===== config.mk =====
export PLATFORM = sky130hd
export DESIGN_NAME = adc_seq_ctrl
export DESIGN_NICKNAME = d
export VERILOG_FILES = /design/src/rtl/adc_seq_ctrl.sv
export SDC_FILE = /design/constraint.sdc
export NUM_CORES = 1
export LEC_CHECK = 0
export BUFFER_PORTS_ARGS = -buffer_cell sky130_fd_sc_hd__buf_2
export CORE_ASPECT_RATIO = 0.7
export CORE_MARGIN = 2
export CORE_UTILIZATION = 45
export DETAILED_ROUTE_END_ITERATION = 12
export SYNTH_ARGS = -nofsm -noshare
export SYNTH_HDL_FRONTEND = slang
export SYNTH_SLANG_ARGS = --single-unit

===== constraint.sdc =====
create_clock -name clk -period 3.2 [get_ports clk]
set_clock_uncertainty 0.15 [all_clocks]
set_input_delay 0 -clock clk [delete_from_list [all_inputs] [get_ports clk]]
set_output_delay 0 -clock clk [all_outputs]
set_load 0.005 [all_outputs]

===== src/rtl/adc_seq_ctrl.sv =====
module adc_seq_ctrl #(
  parameter int W      = 8,
  parameter int SETTLE = 4
) (
  input  logic         clk,
  input  logic         rst_n,
  input  logic         start,
  input  logic [1:0]   mode,
  input  logic         cmp_in,
  output logic [W-1:0] dac_code,
  output logic         hold,
  output logic [W-1:0] result,
  output logic         done
);
  localparam int SW = (SETTLE > 1) ? $clog2(SETTLE) : 1;
  localparam logic [1:0] M_RAMP = 2'b00;
  localparam logic [1:0] M_TRK  = 2'b01;

  typedef enum logic [1:0] {S_IDLE, S_SETTLE, S_CONV} st_t;

  st_t          st;
  logic [1:0]   mode_r, ph, sync;
  logic [SW-1:0] cnt;
  logic [W-1:0] code, res, bitsel, trk_nxt, sar_kept;
  logic         hold_r, done_r;

  wire cmp_s  = sync[1];
  wire is_trk = (mode_r == M_TRK);
  wire is_rmp = (mode_r == M_RAMP);
  wire full   = &code;

  always_comb begin
    if (cmp_s) trk_nxt = full ? code : code + W'(1);
    else       trk_nxt = (code == '0) ? code : code - W'(1);
    sar_kept = cmp_s ? code : (code & ~bitsel);
  end

  always_ff @(posedge clk or negedge rst_n) begin
    if (!rst_n) begin
      st <= S_IDLE; mode_r <= '0; ph <= '0; sync <= '0; cnt <= '0;
      code <= '0; res <= '0; bitsel <= '0; hold_r <= 1'b0; done_r <= 1'b0;
    end else begin
      sync   <= {sync[0], cmp_in};
      done_r <= 1'b0;
      case (st)
        S_IDLE: if (start) begin
          st <= S_SETTLE; hold_r <= 1'b1; cnt <= '0; mode_r <= mode;
        end
        S_SETTLE: if (cnt == SW'(SETTLE - 1)) begin
          st <= S_CONV; ph <= '0;
          if (is_rmp)      code <= '0;
          else if (is_trk) code <= res;
          else begin
            code   <= W'(1) << (W - 1);
            bitsel <= W'(1) << (W - 1);
          end
        end else cnt <= cnt + SW'(1);
        S_CONV: if (is_trk && mode != M_TRK) begin
          st <= S_IDLE; hold_r <= 1'b0;
        end else if (ph != 2'd2) begin
          ph <= ph + 2'd1;
        end else begin
          ph <= '0;
          if (is_rmp) begin
            if (cmp_s && !full) code <= code + W'(1);
            else begin
              res <= code; st <= S_IDLE; hold_r <= 1'b0; done_r <= 1'b1;
            end
          end else if (is_trk) begin
            code <= trk_nxt; res <= trk_nxt; done_r <= 1'b1;
          end else if (bitsel[0]) begin
            code <= sar_kept; res <= sar_kept;
            st <= S_IDLE; hold_r <= 1'b0; done_r <= 1'b1;
          end else begin
            code   <= sar_kept | (bitsel >> 1);
            bitsel <= bitsel >> 1;
          end
        end
        default: st <= S_IDLE;
      endcase
    end
  end

  assign dac_code = code;
  assign result   = res;
  assign hold     = hold_r;
  assign done     = done_r;

  AST_HOLD_IN_CONV: assert property (@(posedge clk) disable iff (!rst_n)
    (st == S_CONV) |-> hold);
  AST_CODE_STEADY: assert property (@(posedge clk) disable iff (!rst_n)
    (st == S_CONV && ph != 2'd2) |=> $stable(dac_code));
  AST_RAMP_UP: assert property (@(posedge clk) disable iff (!rst_n)
    (st == S_CONV && is_rmp) |=> (dac_code >= $past(dac_code)));
  AST_TRK_STEP: assert property (@(posedge clk) disable iff (!rst_n)
    (st == S_CONV && is_trk) |=> (dac_code == $past(dac_code) ||
      dac_code == $past(dac_code) + W'(1) || dac_code == $past(dac_code) - W'(1)));
  AST_DONE_PULSE: assert property (@(posedge clk) disable iff (!rst_n)
    (done && !is_trk) |=> !done);
  AST_MODE_LOCK: assert property (@(posedge clk) disable iff (!rst_n)
    (st != S_IDLE && start) |=> $stable(mode_r));
endmodule


==> run summary <==
status: finished clean
leakage: 1.17 nW
Synth Instances: 317
Reg2Reg Launch Point: dac_code[0]
Max Cap Viol: 0
min cycle time layout: 2.87 ns
Unique masters post-synth: 63
vias per cell: 6.55
TritonRoute pass-1 iters: 6
initial antenna violation count: 0
pin count of the biggest net entering global routing: 37
post-synthesis xor/xnor area fraction: 1.03%
max-slew violation count: 0
Comb power frac: 53.5%
maximum clock frequency: 0.348 GHz
Max Root-Sink Buffers: 2
FP Rows: 22
# Post-CTS Setup Buffers: 0
R2R Setup Slk: 0.33 ns
main combinational cell family by area after synthesis: compound AO/OA/AOI/OAI gates
DRC viols: 0
# diodes: 0
Slew @ Worst Pin: 1.17 ns
Reg2Reg Depth: 7
Clock Pin Slew Worst Setup and Hold Paths: 0.09 ns
CP Max Fanout: 14
Clk pwr share: 14.3%
vias: 2705
syn avg cell area: 8.07 sq um
Syn Nets: 327
Area growth syn-to-layout: 13.0%
worst r2r dst: dac_code[4]
Worst setup startpoint: dac_code[0]
post-place setup slack: 0.411 ns
Post-DP Area: 0.00276 sq mm
Top Ports: 24
power share of the sequential group: 32.2%
post-synthesis mux area share: 0.782%
switching share of power: 48.6%
setup ws final: 0.327 ns
Cell Int Power: 1.19 mW
Starting Density: 47.7%
design area: 0.00289 sq mm
peak supply drop: 279 uV
# H-tree levels: 2
share of layout cells above drive strength 1: 16.4%
Sinks on Clock Net: 36
synthesized-area fraction occupied by adder cells: 1.96%
simple-gate share of the synthesized area: 23.9%
Post-DRT Antenna Nets: 0
fillers: 543
number of synthesized flops with an enable pin: 0
final WL: 8650 um
commonest register cell after synthesis: dfrtp_1
Synth Area in Compound Gates: 31.0%
Worst EP required: 3.22 ns
root buffer cell: clkbuf_8
Critical Path AT: 2.90 ns
Setup crit end kind: flip-flop
Hold Path Class: primary input to asynchronous set/reset pin
RSZ-0062 raised after global routing: no
Sw Pwr: 1.13 mW
Final Hold Viols: 0
vias in the first global route: 2499
post-synthesis sequential area ratio: 35.2%
die extent in y: 67.1 um
All-Layer GR Usage: 29.5%
most common cell after layout, fill and taps aside: dfrtp_1
IO buf count: 23
CP Capture Point: dac_code[4]
GR Overflow Total: 0
Starting DRT DRC Count: 499
Final GP Congestion: 0.997
PwrDens: 803 mW/mm^2
total die area: 0.00631 sq mm
total CTS buffers: 5
Crit Path Class: flip-flop to flip-flop
CTS tree: done
Yosys reg bits: 36
Syn Std Cell Area: 0.00256 sq mm
HPWL after detailed placement: 5990 um
yosys warns: 0
Final setup violation count: 0
asr flop ratio synth: 100%
most frequent cells in the layout: 36 x dfrtp_1, 32 x o21ai_0, 27 x a21oi_1
post-CTS sizing: 0
clock latency on the worst-skew pair: 0.30 ns
final period utilization: 89.8%
Nets: 350
first-pass GRT wire length: 13800 um
post-layout utilization of the core: 53.9%
Max-slew headroom: 21.7%
Routed WL per cell: 21.0 um
die width: 94.1 um
setup tns final: 0 ns
# hold bufs at CTS: 5
Critical Path Start Type: flip-flop
Core Region: 0.00537 sq mm
[state kept, by name, summed over array words and instances (netlist names)]
signal,flops
done,1
cnt,2
sync,2
mode_r,2
hold,1
result,8
dac_code,8
st,2
bitsel,8
ph,2
[cell usage after synthesis (4+ instances only)]
library cell | instances | area, sq um
clkbuf_1 | 17 | 63.8
a22o_1 | 7 | 61.3
o21ai_0 | 32 | 160
dfrtp_1 | 36 | 901
nand2_1 | 18 | 67.6
nor3_1 | 10 | 50.1
nor2_1 | 25 | 93.8
nand3_1 | 17 | 85.1
a31oi_1 | 11 | 68.8
or2_2 | 5 | 31.3
a21oi_1 | 27 | 135
o211ai_1 | 4 | 30.0
nand2b_1 | 8 | 50.1
o31ai_1 | 4 | 30.0
buf_2 | 6 | 30.0
nand4_1 | 5 | 31.3
ha_1 | 4 | 50.1
nor2b_1 | 6 | 37.5
inv_1 | 11 | 41.3
[power groups by stage]
| stage | Sequential, mW | Clock, mW | Combinational (mW) |
|---|---|---|---|
| 5_1_grt | 0.767 | 0.357 | 1.35 |
| 6_report | 0.748 | 0.331 | 1.24 |
| 3_3_place_gp | 0.742 | 0 | 1.20 |
| 3_5_place_dp | 0.748 | 0 | 1.19 |
| 2_1_floorplan | 0.658 | 0 | 0.890 |
| 4_1_cts | 0.740 | 0.330 | 1.20 |
[layer usage]
layer  GRT usage, %  part of all wire (%)  vias up
li1               -                     -     1232
met1           47.4                    48     1257
met2           37.9                    38      203
met3           8.26                    13       13
met4           6.52                   1.3        0
met5              0                     0        -
[critical path, cell delays in order (launching register included)]
cell and delay (ns):
dfrtp_1 0.60, ha_1 0.25, buf_4 0.17, nand3_1 0.20, o21ai_0 0.53, a21o_1 0.36
a21oi_1 0.11, a221o_1 0.37
[cell type report]
type	count	area [sq um]	share of cell area (%)
clock inverters	1	8.76	0.303
clock buffers	7	76.3	2.64
multi-input cells	243	1500	51.9
well taps	72	90.1	3.12
flip-flops and latches	36	901	31.2
repair buffers	42	270	9.35
inverters	12	45.0	1.56
[kinds of logic after synthesis]
| kind of cell | Yosys count |
|---|---|
| AO/OA/AOI/OAI | 119 |
| XOR/XNOR | 3 |
| AND/OR/NAND/NOR | 115 |
| adder cells (fa/ha/maj) | 4 |
| multiplexers | 2 |
| buffers and inverters | 38 |
| flip-flops | 36 |
[through the flow]
step | power, mW | std cells | hold WS (ns)
3_3_place_gp | 1.94 | 400 | -0.0399
2_1_floorplan | 1.55 | 317 | -0.446
3_5_place_dp | 1.94 | 400 | -0.0387
6_report | 2.32 | 413 | 0.191
5_1_grt | 2.48 | 413 | 0.213
4_1_cts | 2.27 | 413 | 0.194
[worst min-delay path by stage]
stage | from | end | slack, ns | depth (start not counted)
finish | rst_n | result[1] | 0.19 | 2
global route | sync[0] | sync[1] | 0.21 | 0
CTS | cmp_in | sync[0] | 0.19 | 2
detailed placement | cmp_in | sync[0] | -0.04 | 1
global placement | cmp_in | sync[0] | -0.04 | 1
floorplan | rst_n | bitsel[0] | -0.45 | 0
(Power assumes the default switching activity.)
